`src/rtl/i2c_stat_mon.sv`:
```
module i2c_stat_mon #(
  parameter int AW = 7,
  parameter logic [AW-1:0] GC_ADDR = '0
) (
  input  logic          clk,
  input  logic          rst_n,
  input  logic          scl_i,
  input  logic          sda_i,
  input  logic          sda_rel,
  input  logic          start_req,
  input  logic          start_tx,
  input  logic          dir_wr,
  input  logic          dir_tx,
  input  logic          addr_wr,
  input  logic [AW-1:0] addr_wdata,
  input  logic          stat_rd,
  output logic [15:0]   status,
  output logic [15:0]   own_addr
);
  localparam int DW = AW + 1;
  localparam int CW = $clog2(DW + 1);
  localparam logic [CW-1:0] ACK_IDX  = CW'(DW);
  localparam logic [CW-1:0] LAST_IDX = CW'(DW - 1);

  logic          scl_q, sda_q;
  logic [CW-1:0] bit_cnt;
  logic          first_byte;
  logic [DW-1:0] rx_byte;
  logic [AW-1:0] own_a;
  logic [1:0]    mode;
  logic          busy_n, lrb, aas, lab, sts;

  always_ff @(posedge clk) begin
    scl_q <= scl_i;
    sda_q <= sda_i;
  end

  wire start_c  = scl_i & scl_q & sda_q & ~sda_i;
  wire stop_c   = scl_i & scl_q & ~sda_q & sda_i;
  wire scl_rise = scl_i & ~scl_q;

  wire [DW-1:0] nxt_byte = {rx_byte[DW-2:0], sda_i};
  wire addr_hit = scl_rise & first_byte & (bit_cnt == LAST_IDX) &
                  ((nxt_byte[DW-1:1] == own_a) | (nxt_byte[DW-1:1] == GC_ADDR));
  wire arb_lost = (mode == 2'b11) & sda_rel & scl_rise & ~sda_i;

  always_ff @(posedge clk or negedge rst_n) begin
    if (!rst_n) begin
      busy_n     <= 1'b1;
      bit_cnt    <= '0;
      first_byte <= 1'b0;
      rx_byte    <= '0;
      lrb        <= 1'b0;
    end else begin
      if (start_c) busy_n <= 1'b0;
      else if (stop_c) busy_n <= 1'b1;

      if (start_c) begin
        bit_cnt    <= '0;
        first_byte <= 1'b1;
      end else if (scl_rise) begin
        bit_cnt <= (bit_cnt == ACK_IDX) ? '0 : bit_cnt + 1'b1;
        if (bit_cnt == LAST_IDX) first_byte <= 1'b0;
      end

      if (scl_rise) begin
        lrb <= sda_i;
        if (bit_cnt < ACK_IDX) rx_byte <= nxt_byte;
      end
    end
  end

  always_ff @(posedge clk or negedge rst_n) begin
    if (!rst_n) begin
      aas   <= 1'b0;
      lab   <= 1'b0;
      sts   <= 1'b0;
      mode  <= 2'b00;
      own_a <= '0;
    end else begin
      if (addr_hit) aas <= 1'b1;
      else if (stat_rd) aas <= 1'b0;

      if (arb_lost) lab <= 1'b1;
      else if (start_req) lab <= 1'b0;

      if (stop_c && mode == 2'b00) sts <= 1'b1;
      else if (start_c) sts <= 1'b0;

      if (arb_lost || stop_c) mode <= 2'b00;
      else if (start_req) mode <= {1'b1, start_tx};
      else if (dir_wr) mode[0] <= dir_tx;

      if (addr_wr) own_a <= addr_wdata;
    end
  end

  assign status   = {mode, sts, lrb, aas, lab, 1'b0, busy_n, rx_byte};
  assign own_addr = {{(16-AW){1'b0}}, own_a};
endmodule

```
`config.mk`:
```
export PLATFORM = sky130hd
export DESIGN_NAME = i2c_stat_mon
export DESIGN_NICKNAME = d
export VERILOG_FILES = /design/src/rtl/i2c_stat_mon.sv
export SDC_FILE = /design/constraint.sdc
export NUM_CORES = 1
export LEC_CHECK = 0
export BUFFER_PORTS_ARGS = -buffer_cell sky130_fd_sc_hd__clkbuf_2
export CORE_MARGIN = 4
export CORE_UTILIZATION = 38
export DETAILED_ROUTE_END_ITERATION = 7
export GPL_ROUTABILITY_DRIVEN = 1
export HOLD_SLACK_MARGIN = 0.03
export RECOVER_POWER = 100
export SETUP_SLACK_MARGIN = 0.02
export SLEW_MARGIN = 25
export SYNTH_ARGS = -nofsm -noshare
export SYNTH_HDL_FRONTEND = slang
export SYNTH_SLANG_ARGS = --single-unit
```
`constraint.sdc`:
```
create_clock -name clk -period 1.8 [get_ports clk]
set_input_delay 0.18 -clock clk [delete_from_list [all_inputs] [get_ports clk]]
set_output_delay 0.18 -clock clk [all_outputs]
set_load 0.1 [all_outputs]
```
## Word level (Yosys, flattened, before mapping)

Cells that the tools add are included.

- Add/sub/neg operators: 1
- $lt $le $gt $ge: 1
- Equality and inequality tests: 4
- Muxes and demuxes: 18
- Bitwise logic cells: 16
- Reductions and logical operators: 14

Operators with widths:

| operator | count |
|---|---|
| $mux 1 | 14 |
| $reduce_bool 2->1 | 7 |
| $and 1x1->1 | 12 |
| $mux 4 | 3 |
| $eq 7x7->1 | 1 |
| $logic_not 7->1 | 1 |
| $add 4x1->4 const B | 1 |
| $eq 4x3->1 const B | 1 |
| $eq 4x4->1 const B | 1 |
| $lt 4x4->1 const B | 1 |
| $reduce_and 2->1 | 2 |
| $not 1->1 | 3 |
| $reduce_bool 3->1 | 1 |
| $eq 2x2->1 const B | 1 |
| $logic_not 2->1 | 1 |
| $mux 2 | 1 |
| $logic_and 1x1->1 | 1 |
| $logic_or 1x1->1 | 1 |
| $or 1x1->1 | 1 |

- Flip-flop bits (word level): 29
- Output and inout port bits: 32

## Longest topological paths before layout

Gate-level depths: netlist of the first run.

- Depth in word-level cells: 6
- Mapped depth: 5
- Mapped depth without buffers: 5

## Least setup slack after synthesis of the first run

No wires, ideal clock.

- Kind: register -> register
- Start: register rx_byte[3]
- End: register aas
- Arrival time: 1.785 ns
- Required time: 1.705 ns
- Slack: -0.081 ns
- Cell stages (with the launch flop): 5
- Buffers on the path: 0
- Path through: dfrtp_1 or4_1 nor4_2 a21oi_1 o32ai_2

- Cells in the longest elaborated chain, start to end: 4
- Elaborated cells on any way between the ends: 6
- Those cells by class: eq/ne: 1; mux: 1; bitwise: 2; reduce/logical: 2

RTL lines:

| what | line | RTL |
|---|---|---|
| from (decl) | 28 | `logic [DW-1:0] rx_byte;` |
| from (signal assigned) | 68 | `if (bit_cnt < ACK_IDX) rx_byte <= nxt_byte;` |
| $eq 7x7->1 / $logic_not 7->1 (equally long branches) | 44 | `((nxt_byte[DW-1:1] == own_a) \| (nxt_byte[DW-1:1] == GC_ADDR));` |
| $or 1x1->1 (*) | 44 |  |
| $and 1x1->1 (*) | 43 | `wire addr_hit = scl_rise & first_byte & (bit_cnt == LAST_IDX) &` |
| $mux 1 / $reduce_bool 2->1 (equally long branches) | -- |  |
| to (signal assigned) | 75 | `aas <= 1'b0;` |
| to (signal assigned) | 81 | `if (addr_hit) aas <= 1'b1;` |
| to (signal assigned) | 82 | `else if (stat_rd) aas <= 1'b0;` |
| to (decl) | 31 | `logic busy_n, lrb, aas, lab, sts;` |

Mark *: on every way between the ends. The rest lies on a longest branch, timed or not.
A chain may end at the register's enable or synchronous reset.

## Worst setup path after layout of the first run

Ends and elaborated chain as after synthesis.

==> results of run 1 <==
[cell families after synthesis]
kind of cell / count (synthesis)
simple gates: 31
flops: 29
compound gates: 13
other cells: 1
fa+ha+maj: 2
mux: 16
xor+xnor: 8
buf+inv: 24
[worst reg2reg max path, delay by kind of cell (launching register included)]
kind | cells | cell delay [ns]
AND/OR/NAND/NOR | 2 | 0.71
flip-flops | 1 | 0.43
AO/OA/AOI/OAI | 2 | 0.30
[sequential cells by signal, indices dropped and copies added, names as in the netlist]
signal and count:
aas 1, bit_cnt 4, busy_n 1, first_byte 1, lab 1, lrb 1, mode 2, own_a 7
rx_byte 8, scl_q 1, sda_q 1, sts 1
[power by group]
part	internal, uW	total, uW	switching [uW]
combinational	265	1410	1140
clock	266	514	248
sequential	816	992	176
total	1350	2910	1570
[worst paths after layout]
| check | slack [ns] | to | from |
|---|---|---|---|
| setup / recovery | 0.28 | aas | rx_byte[3] |
| hold / removal | 0.09 | scl_q | scl_i |
| setup reg to reg | 0.28 | aas | rx_byte[3] |
| hold reg to reg | 0.48 | lrb | lrb |
| max in group asynchronous | 0.86 | rx_byte[5] | rst_n |
| min in group asynchronous | 0.47 | bit_cnt[3] | rst_n |
[cell usage in the layout, fill, tap and decap left out, drive strengths merged, types with 2 or more instances in the layout]
cell and count:
nor4 2, clkinv 2, mux2 15, a21oi 5, nand4b 2, inv 7, dfrtp 26, o32ai 2
o21ai 5, ha 2, clkbuf 44, xor2 7, nand2 12, conb 10, nor2 6, nor2b 2
dfxtp 2
[metrics by stage]
step	power (uW)	utilization, %	setup WS [ns]	area, sq um	hold slack (ns)
final	2910	47.9	0.278	1650	0.0897
after detailed placement	2430	45.4	0.296	1560	0.242
after global routing	3070	47.9	0.0900	1650	0.0700
after global placement	2410	45.4	0.366	1560	0.243
after CTS	2950	48.2	0.288	1660	0.0486
after floorplan	2210	-	0.0534	1430	-0.116
[per-layer routing]
metal / track usage, % / vias to the layer above / part of all wire (%)
li1: - / 470 / -
met1: 15.4 / 458 / 43
met2: 22.2 / 40 / 48
met3: 6.57 / 2 / 8.1
met4: 3.72 / 0 / 0.42
met5: 0 / - / 0
[cell type report]
class | instances | area [sq um]
fill | 329 | 1790
sequential | 29 | 722
multi-input combinational | 80 | 554
timing repair buffer | 40 | 203
clock buffer | 5 | 68.8
tap | 46 | 57.6
inverter | 7 | 26.3
clock inverter | 3 | 17.5
[repair_timing]
item,4_1_cts,5_1_grt
hold buffers,1,0
buffers inserted,0,0
endpoints found under the setup margin,0,0
hold endpoints to repair,26,0
==> impl_metrics.csv, run 1 <==
group,metric,value,unit
setup_path,crit_path_max_fanout,5,
final_layout,final-instance-count-excl-fill,210,
floorplanning,die_height,68.5,um
synthesis,synthMostInstantiatedCell,"dfrtp_1",
routing,route.final.wire_length,2.63,mm
final_layout,area_growth,18.6,%
synthesis,ys_types,31,
clock_tree,cts_inserted_buffers,5,
setup_path,crit_start_category,"register",
global_routing,grt_pass1_wl,4.57,mm
hold_path,hold_path.class,"input pin to register",
routing,post-route-drc-count,0,
outcome,run_status,"completed",
timing,maxClockFrequency,0.657,GHz
synthesis,synth.area.top_cells,"dfrtp_1, mux2_2, buf_4",
final_layout,drive_gt1_share,40.9,%
setup_path,timing_worst_setup_path_type,"register to register",
final_layout,fin_nets,183,
synthesis,synth_compound_area_share,5.94,%
routing,wl_per_cell,12.5,um
timing,final_period_minus_worst_setup_slack,1.52,ns
placement,place_inst,201,
setup_path,cpPeakStageDelay,0.53,ns
timing,slew_violations,0,
routing,via_count_normalized_by_instance_count,4.62,
synthesis,dominant_cell_type_by_area_after_synthesis,"dfrtp_1",
placement,io_buffer_count,39,
global_routing,overall_fraction_of_global_route_tracks_in_use,13.5,%
clock_tree,insertion_delay,0.28,ns
synthesis,post_synth_xor_area_fraction,5.04,%
timing,fin_skew,0.00542,ns
clock_tree,path_clk_slew,0.07,ns
synthesis,dominantRegCellSynth,"dfrtp_1",
synthesis,syn_inst,124,
synthesis,synth_top_family_by_area,"multiplexers",
floorplanning,number_of_rows_created_at_floorplan,21,
routing,initial_drt_pass_iterations,2,
clock_tree,clock-sinks,29,
synthesis,synth-seq-cells,29,
setup_path,timing.critical_path.required,1.98,ns
run,max_cap_violations,0,
clock_tree,htree_num_levels,2,
synthesis,synthMuxAreaShare,12.9,%
floorplanning,dieWidth,68.5,um
timing,finalHoldViolations,0,
floorplanning,die_area,4690,sq um
setup_path,worst-path-stages,4,
placement,finalWeightedCongestion,0.775,
synthesis,synth_area_per_cell,11.2,sq um
synthesis,yosys-top-cells-count,"dfrtp_1, buf_4, mux2_2",
timing,setup_violations,0,
setup_path,worst_path_dominant_cell_family,"simple AND/OR/NAND/NOR gates",
synthesis,synth-edff-count,0,
floorplanning,core_area,3440,sq um
synthesis,netlist_area,1390,sq um
timing,fin_crit_sh,84.6,%
timing,unrepaired_setup_endpoints_after_global_routing,"no",
global_routing,grt_pass1_vias,1013,
synthesis,synth-simple-area-share,12.0,%
power_and_ir_drop,power.static_leakage,0.000790,uW
clock_tree,cts-root-buf,"clkbuf_8",
hold_path,worstHoldPathCells,1,
routing,drc_marker_count_from_the_first_detailed_route_iteration,69,
setup_path,critPathCaptureType,"register",
timing,worstMarginPinSlew,0.664,ns
global_routing,grt_overflow,0,
setup_path,cells_along_the_critical_path,"or4_1 > nor4_1 > a21oi_1 > o32ai_2",
setup_path,timing.critical_path.slowest_stage_cell,"or4_1",
synthesis,synthesis.yosys.warnings,0,
clock_tree,clock_tree.buffer_depth,2,
timing,setup_total_negative_slack,0,ns
setup_path,cp_num_buf_inv,0,
routing,antenna_left,0,
final_layout,num_antenna_cells,0,
power_and_ir_drop,peakVddDrop,1070,uV
global_routing,grt_antenna_before_repair,0,
clock_tree,cts_repair_resize_count,0,
synthesis,synth-adder-area-share,1.80,%
setup_path,worst_ep_arrival_time,1.71,ns
synthesis,proportion_of_register_bits_with_asynchronous_set_or_reset_after_synthesis,93.1,%
synthesis,ys_seq_area_share,51.6,%
global_routing,grt_max_degree,28,
power_and_ir_drop,p_per_area,1770,nW/um^2
floorplanning,num_io_pins,50,
timing,relSlewSlack,55.8,%
floorplanning,initial_utilization,40.4,%
synthesis,netlist.area_leader.share,46.8,%
routing,num_vias,970,
clock_tree,cts_tree,"built",
setup_path,worst-r2r-cell-count,4,
placement,place.detailed.hpwl,2.01,mm
No activity file was read; power rests on OpenSTA's default activity.
==> run 2, diff against run 1 <==
==> constraint.sdc (replaced) <==
create_clock -name clk -period 1.6 [get_ports clk]
set_input_delay 0.16 -clock clk [delete_from_list [all_inputs] [get_ports clk]]
set_output_delay 0.16 -clock clk [all_outputs]
set_load 0.1 [all_outputs]
==> run 2 against run 1 <==
- critical path depth did not move
- worst hold slack got worse by 0.0070 ns
- global-route usage rose by 0.71 points
- total power rose by 21%
- highest routed layer unchanged
==> impl_metrics.csv, run 2 (synthesized netlist as in run 1, its figures left out) <==
group,metric,value,unit
setup_path,cpPeakStageDelay,0.54,ns
routing,top_layer,"met4",
routing,route.final.wire_length,2.79,mm
final_layout,final_common_cell,"clkbuf_2",
routing,via_count_normalized_by_instance_count,4.71,
timing,final_period_minus_worst_setup_slack,1.55,ns
timing,setup_violations,0,
power_and_ir_drop,totalPowerFinal,3510,uW
floorplanning,dieWidth,68.5,um
setup_path,timing.critical_path.slowest_stage_cell,"or4_1",
floorplanning,number_of_rows_created_at_floorplan,21,
power_and_ir_drop,p_per_area,2040,nW/um^2
setup_path,cells_along_the_critical_path,"or4_1 > nor4_2 > a21oi_1 > o32ai_2",
placement,finalWeightedCongestion,0.737,
global_routing,grt_antenna_before_repair,0,
setup_path,crit_start_category,"register",
setup_path,crit_path_max_fanout,5,
routing,met2WireLength,1.23,mm
power_and_ir_drop,peakVddDrop,1070,uV
floorplanning,num_io_pins,50,
final_layout,drive_gt1_share,43.5,%
floorplanning,die_height,68.5,um
routing,initial_drt_pass_iterations,4,
routing,wl_per_cell,13.0,um
timing,slew_violations,0,
final_layout,num_antenna_cells,0,
final_layout,top_library_cells_by_usage_in_the_layout_fill_and_taps_aside,"clkbuf_2, dfrtp_1, mux2_2, nand2_1, conb_1",
routing,m1WireLength,1.21,mm
clock_tree,insertion_delay,0.28,ns
final_layout,largest_reg_flops,8,
timing,maxClockFrequency,0.645,GHz
clock_tree,clock_tree.buffer_depth,2,
routing,post-route-drc-count,0,
final_layout,area_growth,23.7,%
global_routing,grt_max_degree,13,
timing,relSlewSlack,58.0,%
clock_tree,cts-root-buf,"clkbuf_8",
setup_path,regToRegSetupSlack,0.05,ns
setup_path,timing_worst_setup_path_type,"register to register",
floorplanning,die_area,4690,sq um
final_layout,seqCellArea,732,sq um
setup_path,critPathCaptureType,"register",
setup_path,crit-reg2reg-launch,"rx_byte[3]",
final_layout,top_register,"rx_byte",
routing,antenna_left,0,
final_layout,multi_input_comb_area,561,sq um
global_routing,overall_fraction_of_global_route_tracks_in_use,14.2,%
placement,place.detailed.hpwl,2.12,mm
setup_path,worst-r2r-cell-count,4,
final_layout,fin_nets,187,
clock_tree,clock-sinks,29,
timing,unrepaired_setup_endpoints_after_global_routing,"yes",
clock_tree,path_clk_slew,0.06,ns
final_layout,largestRegisters,"rx_byte x8, own_a x7, bit_cnt x4",
hold_path,hold_path.class,"input pin to register",
clock_tree,htree_num_levels,2,
routing,detailed_routed_wire_length_on_met3,270,um
setup_path,timing.critical_path.required,1.79,ns
placement,io_buffer_count,39,
timing,worstMarginPinSlew,0.630,ns
routing,num_vias,1007,
setup_path,launching_instance_or_port_of_the_critical_path,"rx_byte[3]",
clock_tree,cts_tree,"built",
timing,holdWs,0.0827,ns
clock_tree,cts_inserted_buffers,5,
global_routing,grt_pass1_wl,4.73,mm
final_layout,final_area,1720,sq um
timing,finalHoldViolations,0,
global_routing,grt_pass1_vias,1031,
placement,placed_area,1590,sq um
global_routing,grt_overflow,0,
clock_tree,post_cts_buffers,0,
run,max_cap_violations,0,
setup_path,crit_end,"aas",
setup_path,critical_path.reg2reg.endpoint,"aas",
outcome,run_status,"completed",
timing,fin_skew,0.00556,ns
setup_path,worst_ep_arrival_time,1.73,ns
floorplanning,initial_utilization,40.4,%
timing,fin_crit_sh,96.9,%
final_layout,layout.filler_cells,341,
floorplanning,core_area,3440,sq um
routing,drc_marker_count_from_the_first_detailed_route_iteration,30,
power_and_ir_drop,power.static_leakage,0.000808,uW
## run 2: changes by cell type in the layout (fill, tap and decap cells not counted), sizes merged
cell	change
dlygate4sd3	+1
clkinv	-2
bufinv	+1
clkbuf	+4
buf	+1
clkinvlp	-1
## run 2: report_power, final
| part | internal (uW) | switching, uW | leakage (uW) |
|---|---|---|---|
| sequential | 932 | 206 | 0.000331 |
| clock | 507 | 269 | 0.0000585 |
| combinational | 305 | 1290 | 0.000418 |
| total | 1740 | 1770 | 0.000808 |
## run 2: layout make-up
type / instances / share of cell area (%)
Tap cell: 46 / 3.35
Multi-Input combinational cell: 80 / 32.6
Clock inverter: 1 / 1.75
Inverter: 7 / 1.53
Clock buffer: 7 / 5.02
Sequential cell: 29 / 42.6
Timing Repair Buffer: 44 / 13.2
## run 2: what timing repair did
action,in CTS,in global routing
setup endpoints to repair,0,1
endpoints found under the hold margin,15,0
gates resized for setup,0,0
hold buffers,2,0
## run 2: critical path, delay by kind of cell (launching register included)
kind | cells | cell delay, ns
AO/OA/AOI/OAI | 2 | 0.29
flip-flops | 1 | 0.49
AND/OR/NAND/NOR | 2 | 0.68
## run 2: how the worst min path moves through the flow
| stage | from | end | cells after the start |
|---|---|---|---|
| after floorplan | rst_n | aas | 0 |
| after global placement | rst_n | first_byte | 1 |
| after detailed placement | rst_n | first_byte | 1 |
| final | stat_rd | aas | 2 |
| after CTS | sda_i | sda_q | 1 |
| after global routing | stat_rd | aas | 2 |
## run 2: per-stage QoR
step,util [%],setup TNS [ns],worst slack (ns),instances
floorplan,-,-0.0524,-0.0524,133
global placement,46.3,0,0.0952,204
detailed placement,46.3,0,0.0444,204
CTS,50.3,0,0.0265,214
global route,49.9,-0.0962,-0.0502,214
finish,49.9,0,0.0504,214
## run 2: metal layers
metal	vias up	track usage, %
li1	478	-
met1	480	16.9
met2	43	20.5
met3	6	6.90
met4	0	8.19
met5	-	0
==> run 3, diff against run 2 <==
--- a/config.mk
+++ b/config.mk
@@ -6,6 +6,7 @@
 export NUM_CORES = 1
 export LEC_CHECK = 0
 export BUFFER_PORTS_ARGS = -buffer_cell sky130_fd_sc_hd__clkbuf_2
+export CAP_MARGIN = 25
 export CORE_MARGIN = 4
 export CORE_UTILIZATION = 38
 export DETAILED_ROUTE_END_ITERATION = 7
==> constraint.sdc (replaced) <==
create_clock -name clk -period 1.5 [get_ports clk]
set_input_delay 0.15 -clock clk [delete_from_list [all_inputs] [get_ports clk]]
set_output_delay 0.15 -clock clk [all_outputs]
set_load 0.05 [all_outputs]
==> run 3 against run 2 <==
- combinational power fell by 23%
- cell count rose by 1.4%
- sequential cell count did not move
- non-clock buffer count rose by 3
- clock skew rose by 0.0049 ns
- via count rose by 0.79%
- clock power rose by 6.3%
- total power fell by 8.7%
- first-iteration DRC count rose by 47%
- critical path depth did not move
- register-to-register slack barely moved
- largest power group unchanged
==> impl_metrics.csv, run 3 (synthesized netlist as in run 1, its figures left out) <==
group,metric,value,unit
setup_path,worst_ep_arrival_time,1.62,ns
routing,top_layer,"met4",
power_and_ir_drop,peakVddDrop,1100,uV
clock_tree,cts_tree,"built",
floorplanning,die_height,68.5,um
timing,setup_violations,0,
hold_path,hold_path.class,"input pin to register",
final_layout,layout.filler_cells,350,
clock_tree,htree_num_levels,2,
final_layout,area_growth,24.1,%
setup_path,crit_path_max_fanout,2,
final_layout,fin_nets,190,
final_layout,top_library_cells_by_usage_in_the_layout_fill_and_taps_aside,"clkbuf_2, dfrtp_1, clkbuf_1, mux2_2, nand2_1",
hold_path,hold_path.startpoint,"stat_rd",
floorplanning,die_area,4690,sq um
clock_tree,insertion_delay,0.28,ns
floorplanning,initial_utilization,40.4,%
power_and_ir_drop,p_sw_share,40.6,%
setup_path,regToRegSetupSlack,0.06,ns
timing,final_period_minus_worst_setup_slack,1.44,ns
power_and_ir_drop,power.combinational.fraction,38.7,%
final_layout,num_antenna_cells,0,
placement,placed_area,1610,sq um
final_layout,seqCellArea,721,sq um
final_layout,final_common_cell,"clkbuf_2",
timing,unrepaired_setup_endpoints_after_global_routing,"yes",
timing,finalHoldViolations,0,
setup_path,crit-reg2reg-launch,"rx_byte[3]",
final_layout,top_register,"rx_byte",
placement,place.detailed.hpwl,2.08,mm
routing,initial_drt_pass_iterations,4,
final_layout,multi_input_comb_area,567,sq um
run,max_cap_violations,0,
global_routing,overall_fraction_of_global_route_tracks_in_use,13.9,%
final_layout,largestRegisters,"rx_byte x8, own_a x7, bit_cnt x4",
global_routing,grt_overflow,0,
setup_path,cpPeakStageDelay,0.53,ns
timing,holdWs,0.0781,ns
final_layout,final_area,1730,sq um
timing,maxClockFrequency,0.695,GHz
setup_path,cells_along_the_critical_path,"or4_4 > nor4_2 > a21oi_1 > o32ai_2",
hold_path,worstHoldPathCells,2,
timing,fin_crit_sh,96.0,%
routing,route.final.wire_length,2.78,mm
floorplanning,number_of_rows_created_at_floorplan,21,
clock_tree,clock-sinks,29,
setup_path,critical_path.reg2reg.endpoint,"aas",
timing,fin_skew,0.0105,ns
global_routing,grt_pass1_vias,1041,
setup_path,timing.critical_path.required,1.68,ns
power_and_ir_drop,clock_power_share,25.8,%
routing,m1WireLength,1.11,mm
floorplanning,core_area,3440,sq um
floorplanning,dieWidth,68.5,um
placement,io_buffer_count,39,
routing,met2WireLength,1.32,mm
routing,wl_per_cell,12.8,um
setup_path,timing.critical_path.slowest_stage_cell,"or4_4",
timing,setup_slack,0.0604,ns
routing,detailed_routed_wire_length_on_met3,295,um
power_and_ir_drop,p_seq_share,35.5,%
setup_path,timing_worst_setup_path_type,"register to register",
power_and_ir_drop,switching_power_total,1300,uW
global_routing,grt_max_degree,28,
floorplanning,num_io_pins,50,
setup_path,worst-r2r-cell-count,4,
clock_tree,post_cts_buffers,0,
placement,finalWeightedCongestion,0.740,
power_and_ir_drop,power.static_leakage,0.000799,uW
timing,relSlewSlack,55.3,%
power_and_ir_drop,p_per_area,1860,nW/um^2
global_routing,grt_pass1_wl,4.64,mm
outcome,run_status,"completed",
setup_path,crit_start_category,"register",
clock_tree,cts-root-buf,"clkbuf_8",
clock_tree,clock_tree.buffer_depth,2,
final_layout,drive_gt1_share,35.1,%
setup_path,critPathCaptureType,"register",
routing,via_count_normalized_by_instance_count,4.68,
clock_tree,path_clk_slew,0.06,ns
routing,antenna_left,0,
hold_path,min_delay_worst_endpoint,"aas",
routing,num_vias,1015,
placement,detailedPlace.worstSlack,0.0758,ns
clock_tree,cts_inserted_buffers,5,
timing,slew_violations,0,
power_and_ir_drop,power_report.internal_total,1900,uW
routing,drc_marker_count_from_the_first_detailed_route_iteration,44,
routing,post-route-drc-count,0,
final_layout,largest_reg_flops,8,
global_routing,grt_antenna_before_repair,0,
timing,worstMarginPinSlew,0.671,ns
run 3: critical path, delay by kind of cell, from the launching register on:
| kind | cells | cell delay [ns] |
|---|---|---|
| and+or+nand+nor | 2 | 0.67 |
| DFF | 1 | 0.40 |
| AOI/OAI and AO/OA | 2 | 0.27 |
run 3: power groups by stage:
stage | clock network (uW) | registers [uW] | logic [uW]
after floorplan | 0 | 1600 | 472
after global placement | 0 | 1140 | 1250
after detailed placement | 0 | 1150 | 1260
after CTS | 846 | 1140 | 1270
after global routing | 893 | 1170 | 1340
final | 825 | 1140 | 1240
run 3: metal layers:
metal	track usage (%)	vias up
met5	0	-
met4	7.44	0
met3	6.73	6
met2	21.8	45
met1	15.3	477
li1	-	487
run 3: cell type report:
class,instances,share of cell area [%]
Sequential cell,29,41.8
Inverter,7,1.52
Timing Repair Buffer,47,13.8
Clock inverter,1,1.74
Tap cell,46,3.34
Multi-Input combinational cell,80,32.9
Clock buffer,7,5.00
run 3: worst max path at each step:
| stage | cells past startpoint | to | slack [ns] | startpoint |
|---|---|---|---|---|
| after floorplan | 4 | aas | -0.04 | rx_byte[3] |
| after global placement | 4 | aas | 0.10 | rx_byte[3] |
| after detailed placement | 4 | aas | 0.08 | rx_byte[3] |
| after CTS | 4 | aas | 0.06 | rx_byte[3] |
| after global routing | 4 | aas | -0.01 | rx_byte[3] |
| final | 4 | aas | 0.06 | rx_byte[3] |
run 3: repair_timing:
item,CTS,global route
hold endpoints to repair,27,0
endpoints found under the setup margin,0,3
hold buffers,2,0
resized for setup,0,2
run 3: through the flow:
stage / std cells / utilization (%) / setup TNS [ns] / total power (uW)
2_1_floorplan: 133 / - / -0.0431 / 2070
3_3_place_gp: 207 / 46.6 / 0 / 2390
3_5_place_dp: 207 / 46.6 / 0 / 2410
4_1_cts: 217 / 50.6 / 0 / 3250
5_1_grt: 217 / 50.1 / -0.0135 / 3400
6_report: 217 / 50.1 / 0 / 3200
